==> config.mk <==
export PLATFORM = sky130hd
export DESIGN_NAME = mbdec_cmd_regs
export DESIGN_NICKNAME = d
export VERILOG_FILES = /design/src/rtl/mbdec_pkg.sv /design/src/rtl/mbdec_cmd_decode.sv /design/src/rtl/mbdec_bitptr.sv /design/src/rtl/mbdec_ctrl_reg.sv /design/src/rtl/mbdec_cmd_regs.sv
export SDC_FILE = /design/constraint.sdc
export NUM_CORES = 1
export LEC_CHECK = 0
export BUFFER_PORTS_ARGS = -buffer_cell sky130_fd_sc_hd__buf_2
export CORE_MARGIN = 5
export CORE_UTILIZATION = 35
export CTS_CLUSTER_DIAMETER = 80
export DETAILED_ROUTE_END_ITERATION = 10
export HOLD_SLACK_MARGIN = 0.02
export SETUP_SLACK_MARGIN = 0.02
export SLEW_MARGIN = 5
export SYNTH_ARGS = -nofsm -noshare
export SYNTH_HDL_FRONTEND = slang
export SYNTH_SLANG_ARGS = --single-unit
==> constraint.sdc <==
create_clock -name clk -period 3.77 [get_ports clk]
set_clock_uncertainty 0.1 [all_clocks]
set_input_delay 0.5655 -clock clk [delete_from_list [all_inputs] [get_ports clk]]
set_output_delay 0.5655 -clock clk [all_outputs]
set_load 0.05 [all_outputs]
==> src/rtl/mbdec_pkg.sv <==
package mbdec_pkg;
  localparam int WORD_W  = 32;
  localparam int BP_W    = 7;
  localparam int SKIP_W  = 6;
  localparam int CBP_W   = 6;
  localparam int THR_W   = 8;
  localparam int OP_W    = 4;
  localparam int OFS_W   = 8;

  localparam logic [OFS_W-1:0] OFS_DATA = 8'h00;
  localparam logic [OFS_W-1:0] OFS_CTRL = 8'h10;
  localparam logic [OFS_W-1:0] OFS_BPTR = 8'h20;
  localparam logic [OFS_W-1:0] OFS_TOP  = 8'h30;

  localparam int SRST_BIT = 30;

  typedef enum logic [OP_W-1:0] {
    OP_FLUSH  = 4'd0,
    OP_INTRA  = 4'd1,
    OP_BLOCK  = 4'd2,
    OP_VLD    = 4'd3,
    OP_FLD    = 4'd4,
    OP_QMAT   = 4'd5,
    OP_CLUT   = 4'd6,
    OP_YCC    = 4'd7,
    OP_PACKC  = 4'd8,
    OP_THRESH = 4'd9
  } op_e;

  typedef struct packed {
    logic valid;
    logic inline_op;
    logic skip;
    logic flush;
    logic thresh;
  } dec_t;
endpackage

==> src/rtl/mbdec_cmd_decode.sv <==
module mbdec_cmd_decode
  import mbdec_pkg::*;
(
  input  logic [OP_W-1:0] op,
  output dec_t            dec
);
  always_comb begin
    dec = '0;
    case (op)
      OP_FLUSH:  begin dec.valid = 1'b1; dec.inline_op = 1'b1; dec.flush = 1'b1; end
      OP_THRESH: begin dec.valid = 1'b1; dec.inline_op = 1'b1; dec.thresh = 1'b1; end
      OP_INTRA, OP_BLOCK, OP_VLD, OP_FLD, OP_QMAT:
                 begin dec.valid = 1'b1; dec.skip = 1'b1; end
      OP_CLUT, OP_YCC, OP_PACKC:
                 dec.valid = 1'b1;
      default:   dec = '0;
    endcase
  end
endmodule

==> src/rtl/mbdec_bitptr.sv <==
module mbdec_bitptr
  import mbdec_pkg::*;
(
  input  logic              clk,
  input  logic              rst_n,
  input  logic              srst,
  input  logic              load,
  input  logic [BP_W-1:0]   load_val,
  input  logic              skip,
  input  logic [SKIP_W-1:0] skip_amt,
  input  logic              adv,
  input  logic [BP_W-1:0]   adv_amt,
  output logic [BP_W-1:0]   bp
);
  always_ff @(posedge clk or negedge rst_n) begin
    if (!rst_n)     bp <= '0;
    else if (srst)  bp <= '0;
    else if (load)  bp <= load_val;
    else if (skip)  bp <= bp + BP_W'(skip_amt);
    else if (adv)   bp <= bp + adv_amt;
  end

  AST_SKIP_ADVANCE: assert property (@(posedge clk) disable iff (!rst_n)
    (skip && !srst && !load) |=> (bp == $past(bp + BP_W'(skip_amt))));
  AST_SRST_ZERO: assert property (@(posedge clk) disable iff (!rst_n)
    srst |=> (bp == '0));
  AST_FLUSH_LOAD: assert property (@(posedge clk) disable iff (!rst_n)
    (load && !srst) |=> (bp == $past(load_val)));
endmodule

==> src/rtl/mbdec_ctrl_reg.sv <==
module mbdec_ctrl_reg
  import mbdec_pkg::*;
(
  input  logic       clk,
  input  logic       rst_n,
  input  logic       ctrl_we,
  input  logic [5:0] wr_mode,
  input  logic [1:0] wr_prec,
  input  logic       srst,
  input  logic       cmd_clr,
  input  logic       ecd_set,
  input  logic       scd_set,
  output logic [5:0] mode,
  output logic [1:0] prec,
  output logic       ecd,
  output logic       scd
);
  logic [1:0] prec_clean;
  assign prec_clean = (wr_prec == 2'd3) ? 2'd1 : wr_prec;

  always_ff @(posedge clk or negedge rst_n) begin
    if (!rst_n) begin
      mode <= '0;
      prec <= '0;
    end else if (ctrl_we) begin
      mode <= wr_mode;
      prec <= prec_clean;
    end
  end

  always_ff @(posedge clk or negedge rst_n) begin
    if (!rst_n) begin
      ecd <= 1'b0;
      scd <= 1'b0;
    end else if (srst || cmd_clr) begin
      ecd <= 1'b0;
      scd <= 1'b0;
    end else begin
      if (ecd_set) ecd <= 1'b1;
      if (scd_set) scd <= 1'b1;
    end
  end

  AST_PREC_FORCED: assert property (@(posedge clk) disable iff (!rst_n)
    (ctrl_we && wr_prec == 2'd3) |=> (prec == 2'd1));
  AST_STATUS_CLEARED: assert property (@(posedge clk) disable iff (!rst_n)
    cmd_clr |=> (!ecd && !scd));
endmodule

==> src/rtl/mbdec_cmd_regs.sv <==
module mbdec_cmd_regs
  import mbdec_pkg::*;
#(
  parameter int ADDR_W = 16,
  parameter int IFC_W  = 4
) (
  input  logic              clk,
  input  logic              rst_n,
  input  logic              wr_en,
  input  logic [ADDR_W-1:0] wr_addr,
  input  logic [31:0]       wr_data,
  input  logic [ADDR_W-1:0] rd_addr,
  output logic [31:0]       rd_data,
  output logic              work_start,
  output logic [31:0]       cur_cmd,
  output logic              busy,
  output logic              irq,
  input  logic              work_done,
  input  logic [31:0]       work_data,
  input  logic [31:0]       work_top,
  input  logic [5:0]        work_cbp,
  input  logic              ecd_set,
  input  logic              scd_set,
  input  logic              bp_adv_en,
  input  logic [6:0]        bp_adv_amt,
  input  logic [IFC_W-1:0]  fifo_count,
  input  logic [1:0]        fill_ptr,
  output logic              fifo_clr,
  output logic [7:0]        thr_lo,
  output logic [7:0]        thr_hi,
  output logic [1:0]        prec,
  output logic [5:0]        mode
);
  localparam logic [WORD_W-1:0] NO_CMD = '1;

  logic [OFS_W-1:0] wofs, rofs;
  logic             cmd_we, ctrl_we, srst, cmd_go;
  dec_t             dec;
  logic             ecd, scd;
  logic [BP_W-1:0]  bp;
  logic [WORD_W-1:0] data_q, top_q;
  logic [CBP_W-1:0]  cbp_q;
  logic              unused_addr_hi;

  assign wofs    = wr_addr[OFS_W-1:0];
  assign rofs    = rd_addr[OFS_W-1:0];
  assign unused_addr_hi = ^{wr_addr[ADDR_W-1:OFS_W], rd_addr[ADDR_W-1:OFS_W]};
  assign cmd_we  = wr_en && (wofs == OFS_DATA);
  assign ctrl_we = wr_en && (wofs == OFS_CTRL);
  assign srst    = ctrl_we && wr_data[SRST_BIT];

  mbdec_cmd_decode u_dec (
    .op  (wr_data[WORD_W-1 -: OP_W]),
    .dec (dec)
  );

  assign cmd_go = cmd_we && dec.valid;

  mbdec_bitptr u_bp (
    .clk      (clk),
    .rst_n    (rst_n),
    .srst     (srst),
    .load     (cmd_go && dec.flush),
    .load_val (wr_data[BP_W-1:0]),
    .skip     (cmd_go && dec.skip),
    .skip_amt (wr_data[SKIP_W-1:0]),
    .adv      (bp_adv_en),
    .adv_amt  (bp_adv_amt),
    .bp       (bp)
  );

  mbdec_ctrl_reg u_ctrl (
    .clk     (clk),
    .rst_n   (rst_n),
    .ctrl_we (ctrl_we),
    .wr_mode (wr_data[23:18]),
    .wr_prec (wr_data[17:16]),
    .srst    (srst),
    .cmd_clr (cmd_go),
    .ecd_set (ecd_set),
    .scd_set (scd_set),
    .mode    (mode),
    .prec    (prec),
    .ecd     (ecd),
    .scd     (scd)
  );

  always_ff @(posedge clk or negedge rst_n) begin
    if (!rst_n) begin
      busy <= 1'b0; cur_cmd <= NO_CMD; irq <= 1'b0; work_start <= 1'b0;
      fifo_clr <= 1'b0; data_q <= '0; top_q <= '0; cbp_q <= '0;
      thr_lo <= '0; thr_hi <= '0;
    end else begin
      irq        <= 1'b0;
      work_start <= 1'b0;
      fifo_clr   <= 1'b0;
      if (srst) begin
        busy     <= 1'b0;
        cur_cmd  <= NO_CMD;
        top_q    <= '0;
        cbp_q    <= '0;
        fifo_clr <= 1'b1;
      end else if (cmd_go) begin
        if (dec.inline_op) begin
          busy    <= 1'b0;
          cur_cmd <= NO_CMD;
          irq     <= 1'b1;
          if (dec.flush) fifo_clr <= 1'b1;
          if (dec.thresh) begin
            thr_lo <= wr_data[THR_W-1:0];
            thr_hi <= wr_data[16 +: THR_W];
          end
        end else begin
          busy       <= 1'b1;
          cur_cmd    <= wr_data;
          work_start <= 1'b1;
        end
      end else if (busy && work_done) begin
        busy    <= 1'b0;
        cur_cmd <= NO_CMD;
        irq     <= 1'b1;
        data_q  <= work_data;
        top_q   <= work_top;
        cbp_q   <= work_cbp;
      end
    end
  end

  always_comb begin
    case (rofs)
      OFS_DATA: rd_data = data_q;
      OFS_CTRL: rd_data = {busy, 7'd0, mode, prec, scd, ecd, cbp_q, 8'(fifo_count)};
      OFS_BPTR: rd_data = {14'd0, fill_ptr, 8'(fifo_count), 1'b0, bp};
      OFS_TOP:  rd_data = top_q;
      default:  rd_data = '0;
    endcase
  end

  AST_BUSY_FROM_WRITE: assert property (@(posedge clk) disable iff (!rst_n)
    $rose(busy) |-> $past(cmd_we));
  AST_IDLE_NO_CMD: assert property (@(posedge clk) disable iff (!rst_n)
    !busy |-> (cur_cmd == NO_CMD));
  AST_DONE_RETIRES: assert property (@(posedge clk) disable iff (!rst_n)
    (busy && work_done && !wr_en) |=> (!busy && irq));
  AST_INLINE_NO_BUSY: assert property (@(posedge clk) disable iff (!rst_n)
    (cmd_go && dec.inline_op) |=> (!busy && irq));
  AST_IDLE_DONE_QUIET: assert property (@(posedge clk) disable iff (!rst_n)
    (!busy && work_done && !wr_en) |=> !irq);
endmodule

==> results of run 1 <==
## power by group
group | switching, uW | leakage [uW] | internal (uW) | total [uW]
clock | 744 | 0.000292 | 904 | 1650
combinational | 569 | 0.00216 | 559 | 1130
sequential | 224 | 0.00169 | 1870 | 2100
## cells in the mapped netlist (2+ instances only)
cell type,n
and3_1,11
nand2b_1,6
a311oi_1,3
a21oi_1,19
a22oi_1,11
dfrtp_1,107
buf_1,5
mux4_2,10
mux2_2,54
a22o_1,38
a21o_1,2
o22a_1,31
inv_1,7
mux2_4,10
dfstp_2,32
nor2_1,47
and2_1,2
o21ai_0,8
o31ai_1,3
nor4_1,2
nand2_1,13
mux2i_1,11
a211oi_1,4
xnor2_1,3
ha_1,6
buf_2,14
clkbuf_1,17
nor3_1,2
## registers in the layout, summed over array words and instances (netlist names)
signal and flops:
busy 1, work_start 1, u_ctrl.scd 1, cur_cmd 32, u_ctrl.prec 2, cbp_q 6, u_ctrl.ecd 1, thr_hi 8
top_q 32, u_bp.bp 7, fifo_clr 1, data_q 32, thr_lo 8, u_ctrl.mode 6, irq 1
## per-layer routing
layer  share of wire  up-vias  track usage
met3           0.078       29      0.06384
met2            0.47      202       0.2812
met5         0.00069        -            0
met1            0.43     2522       0.2308
li1                -     2358            -
met4           0.019        2      0.05793
## through the flow
step	cell area [sq um]	power, uW	setup WS (ns)
floorplan	6466	2886	0.2033
global placement	7903	3194	0.1645
detailed placement	7903	3254	0.1174
CTS	8487	4932	0.5566
global route	8487	5150	0.3504
finish	8487	4875	0.5087
## final timing paths
kind,start,to,slack (ns),depth (start not counted)
setup / recovery,wr_data[30],u_bp.bp[6]$_DFFE_PN0P_,0.51,11
hold / removal,rst_n,thr_lo[6]$_DFFE_PN0P_,-0.004,1
setup reg to reg,u_bp.bp[0]$_DFFE_PN0P_,u_bp.bp[6]$_DFFE_PN0P_,1.24,7
hold reg to reg,cbp_q[2]$_DFFE_PN0P_,cbp_q[2]$_DFFE_PN0P_,0.39,1
max in group asynchronous,rst_n,cur_cmd[28]$_DFFE_PN1P_,2.67,2
min in group clk,work_top[29],top_q[29]$_DFFE_PN0P_,0.27,2
## cells by family after synthesis
family          count (synthesis)
xor+xnor                        4
mux                            85
fa+ha+maj                       7
flops                         139
buf+inv                        45
simple gates                   97
compound gates                129
## layout make-up
type	instances	area, sq um	area share
flip-flops and latches	139	3518	0.4146
clock inverters	14	145.1	0.01710
well taps	229	286.5	0.03376
multi-input cells	322	2756	0.3248
inverters	7	26.28	0.003096
repair buffers	247	1315	0.1549
clock buffers	18	439.2	0.05175
==> flow_summary.ini, run 1 <==
[outcome]
status = finished with violations
violations = hold timing

[layout]
filler_cell_count = 1641
fin_cells = 976
final_cell_mix = 227 x buf_2, 107 x dfrtp_1, 54 x mux2_2
antenna_cells = 0
area_growth_pct = 31.25
final_common_cell = buf_2
layout-drive-gt1-share = 0.5301
num-nets-final = 895
utilization = 0.4692

[flow_run]
max_cap_viol_count = 0

[yosys]
synth_top_family_by_area = multiplexers
synth_compound_area_frac = 0.1548
synth-xor-area-share = 0.005418
ys_seq_area_frac = 0.5441
muxShareOfSynthArea = 0.1691
syn_avg_cell_area_sq_um = 12.78
synth_cell_types = 56
synth_area_sq_um = 6466
syn_inst = 506
synth_top_area_frac = 0.4141
synth_fa_ha_area_frac = 0.01471
ys_ff_latch = 139
yosys-top-cells-area = dfrtp_1 41%, dfstp_2 13%, mux2_2 9.4%, a22o_1 5.1%, o22a_1 4.2%
synth_flop_cell = dfrtp_1
syn-num-nets = 667
yosysTopAreaCell = dfrtp_1
yosys.area_share.simple = 0.07933
async_flop_share = 1.000
yosysWarnings = 0
synth_edf_count = 0

[sta]
timing.fmax_ghz = 0.3066
setup_viol_count_final = 0
min_period_over_period = 0.8651
worstMarginPinSlew_ns = 0.8909
period_needed_ns = 3.261
holdWs_ns = -0.003536
setup_tns_ns = 0
hold_violations = 1
maxSlewHeadroom = 0.4006
slew_violations = 0
rsz0062_at_grt = no

[route]
drt_iter0_markers = 211
wl_per_cell_microns = 19.17
route.detailed.drc = 0
first_pass_iters = 4
vias_per_cell = 5.239
wirelength_microns = 18710
vias = 5113
final_antenna_net_count = 0

[placement]
io_buffers = 229
dp_hpwl_microns = 13830
dp.cells = 944
gp_congestion = 0.8857

[setup_path]
endpoint_kind = flip-flop
cpMostUsedCell = a211oi_1
crit_family = compound AO/OA/AOI/OAI gates
cp_slowest_stage_delay_ns = 0.46
cp_max_fo = 6
start_kind = input pin
arrival_ns = 3.45
path_buf_inv = 1
path_class = input pin to flip-flop
required_ns = 3.96
slowest_stage = fa_1
crit_path_cell_trace = buf_2 -> a211oi_1 -> nand4_2 -> mux2_2 -> ha_1 -> fa_1 -> a211oi_1 -> nor2_1 -> o21a_1 -> o311a_1 -> a221o_1

[cts]
cts_resized = 0
holdBufCountCts = 0
post-cts-setup-buffer-count = 0
cts_buffer_depth = 2
cts_sinks = 139
cts_root_buf = clkbuf_16
tritoncts = done
h-tree-depth = 4
insertion_delay_ns = 0.41
path_clk_slew_ns = 0.07
cts_inserted_buffers = 17

[power_and_ir_drop]
power.density_nw_per_um2 = 574.4
leakage_uw = 0.004148
vdd_drop_max_mv = 0.2875

[grt]
grt_overflow = 0
grtUsageTotal = 0.1787
antenna_found_initial = 1
grt_pass1_wl_microns = 30590
grt_pass1_vias = 5620
grt_max_degree = 79

[floorplanning]
core_region_area_sq_um = 18090
die-area_sq_um = 21290
initial_core_util = 0.3575
io_pins = 246
die_y_microns = 145.9
dieWidth_microns = 145.9
rows = 49

[hold_path]
hold_class = input pin to asynchronous set/reset pin
(Power assumes the default switching activity.)
==> run 2, diff against run 1 <==
--- a/config.mk
+++ b/config.mk
@@ -7,10 +7,11 @@
 export LEC_CHECK = 0
 export BUFFER_PORTS_ARGS = -buffer_cell sky130_fd_sc_hd__buf_2
 export CORE_MARGIN = 5
-export CORE_UTILIZATION = 35
+export CORE_UTILIZATION = 40
 export CTS_CLUSTER_DIAMETER = 80
 export DETAILED_ROUTE_END_ITERATION = 10
 export HOLD_SLACK_MARGIN = 0.02
+export PLACE_DENSITY = 0.67
 export SETUP_SLACK_MARGIN = 0.02
 export SLEW_MARGIN = 5
 export SYNTH_ARGS = -nofsm -noshare
==> constraint.sdc (replaced) <==
create_clock -name clk -period 3.77 [get_ports clk]
set_clock_uncertainty 0.1 [all_clocks]
set_input_delay 0 -clock clk [delete_from_list [all_inputs] [get_ports clk]]
set_output_delay 0 -clock clk [all_outputs]
set_load 0.05 [all_outputs]
==> run 2 against run 1 <==
The run now ends clean. Final cell count rose by 8.9%. Wire length rose by 5.4%. Non-clock buffer count rose by 100. Clock power hardly changed. Register-to-register slack got worse by 0.04 ns. Via count grew 9.1%. First-iteration DRC count grew 38%. Critical path type unchanged. Critical endpoint is now u_bp.bp[2]$_DFFE_PN0P_. Highest routed layer is now met4.
==> flow_summary.ini, run 2 (synthesis results as in run 1) <==
[outcome]
status = complete, no violations

[sta]
period_needed_ns = 3.517
rsz0062_at_grt = no
worstMarginPinSlew_ns = 1.185
setup_viol_count_final = 0
timing.fmax_ghz = 0.2843
maxSlewHeadroom = 0.2080
slew_violations = 0
hold_violations = 0
setup_tns_ns = 0
min_period_over_period = 0.9328

[route]
route.detailed.drc = 0
vias = 5579
final_antenna_net_count = 0
drt_iter0_markers = 291
wirelength_microns = 19730
first_pass_iters = 5
vias_per_cell = 5.248
wl_per_cell_microns = 18.56

[layout]
top_regs = cur_cmd: 32 flops, data_q: 32 flops, top_q: 32 flops
final_cell_mix = 228 x buf_2, 113 x dlygate4sd3_1, 107 x dfrtp_1
layout-drive-gt1-share = 0.4510
antenna_cells = 0
area_growth_pct = 46.61
num-nets-final = 995
fin_cells = 1063
final_common_cell = buf_2

[flow_run]
max_cap_viol_count = 0

[floorplanning]
die-area_sq_um = 18810
dieWidth_microns = 137.1
core_region_area_sq_um = 15890
die_y_microns = 137.1
initial_core_util = 0.4071
io_pins = 246
rows = 46

[setup_path]
r2r_start = u_bp.bp[0]$_DFFE_PN0P_
path_class = input pin to flip-flop
critPathLaunch = wr_addr[2]
start_kind = input pin
cp_max_fo = 8
endpoint_kind = flip-flop
arrival_ns = 3.77
ff2ff_setup_slack_ns = 1.20
required_ns = 4.02

[hold_path]
min-delay-start = wr_addr[5]
hold_class = input pin to flip-flop

[grt]
grt_overflow = 0
antenna_found_initial = 0
grt_max_degree = 112
grtUsageTotal = 0.2105
grt_pass1_wl_microns = 30850
grt_pass1_vias = 6099

[power_and_ir_drop]
leakage_uw = 0.004549
clockPowerShare = 0.333
seqPwrFrac = 0.422
power.density_nw_per_um2 = 524.2
vdd_drop_max_mv = 0.3283
p_sw_uw = 1469
switching_share = 0.2956
power_frac_comb = 0.245
cell_internal_pwr_uw = 3500

[cts]
insertion_delay_ns = 0.41
cts_buffer_depth = 2
path_clk_slew_ns = 0.06
h-tree-depth = 4
post-cts-setup-buffer-count = 0
tritoncts = done
holdBufCountCts = 113
cts_root_buf = clkbuf_16
cts_inserted_buffers = 17
cts_resized = 0
cts_sinks = 139

[placement]
io_buffers = 229
dp_hpwl_microns = 13110
dp.cells = 918
gp_congestion = 0.8381
-- run 2: cell count changes in the layout (fill, tap and decap cells not counted), moves of 2 or more --
cell / previous run / this run
buf_12: 2 / 0
clkbuf_16: 17 / 19
inv_8: 5 / 0
inv_6: 5 / 3
clkinv_8: 2 / 0
clkinv_4: 0 / 3
buf_4: 17 / 5
clkinv_2: 0 / 4
dlygate4sd3_1: 0 / 113
-- run 2: area by class of cell --
class | count | area [sq um]
Clock buffer | 20 | 479.2
Fill cell | 1284 | 6405
Clock inverter | 12 | 108.9
Multi-Input combinational cell | 322 | 2756
Timing Repair Buffer | 347 | 2321
Sequential cell | 139 | 3518
Inverter | 7 | 26.28
Tap cell | 216 | 270.3
-- run 2: power by group through the flow --
stage	sequential, uW	combinational (uW)	clock (uW)
after floorplan	2190	697	0
after global placement	2100	1080	0
after detailed placement	2110	1110	0
after CTS	2090	1220	1690
after global routing	2150	1330	1760
final	2100	1220	1650
-- run 2: final timing paths --
check,endpoint,depth (start not counted)
min in group asynchronous,thr_lo[3]$_DFFE_PN0P_,2
worst min-delay path,u_ctrl.ecd$_DFFE_PN0P_,5
worst min register to register,cbp_q[2]$_DFFE_PN0P_,1
worst max register to register,u_bp.bp[6]$_DFFE_PN0P_,7
worst max-delay path,u_bp.bp[2]$_DFFE_PN0P_,10
max in group asynchronous,data_q[27]$_DFFE_PN0P_,3
-- run 2: stage by stage --
step | cell area (sq um) | hold slack (ns) | setup slack [ns] | total power [uW] | utilization
2_1_floorplan | 6466 | -0.3956 | 0.7688 | 2886 | -
3_3_place_gp | 7761 | 0.09891 | 0.6358 | 3174 | 0.4886
3_5_place_dp | 7761 | 0.1117 | 0.5514 | 3227 | 0.4886
4_1_cts | 9480 | 0.03357 | 0.3319 | 5000 | 0.5968
5_1_grt | 9480 | 0.07055 | 0.09235 | 5230 | 0.5968
6_report | 9480 | 0.03246 | 0.2532 | 4970 | 0.5968
-- run 2: routing by layer --
metal | track usage | vias up | part of all wire
met1 | 0.2661 | 2772 | 0.42
li1 | - | 2551 | -
met4 | 0.07871 | 0 | 0.018
met2 | 0.3458 | 223 | 0.49
met3 | 0.05735 | 33 | 0.078
met5 | 0 | - | 0
-- run 2: worst max-delay path: stages --
cell           delay (ns)
dlygate4sd3_1        0.53
buf_2                0.13
nor4_4               0.22
dlygate4sd3_1        0.65
nand2_4              0.09
nor4_1               0.77
nand2_1              0.10
dlygate4sd3_1        0.59
a21oi_1              0.12
dlygate4sd3_1        0.55
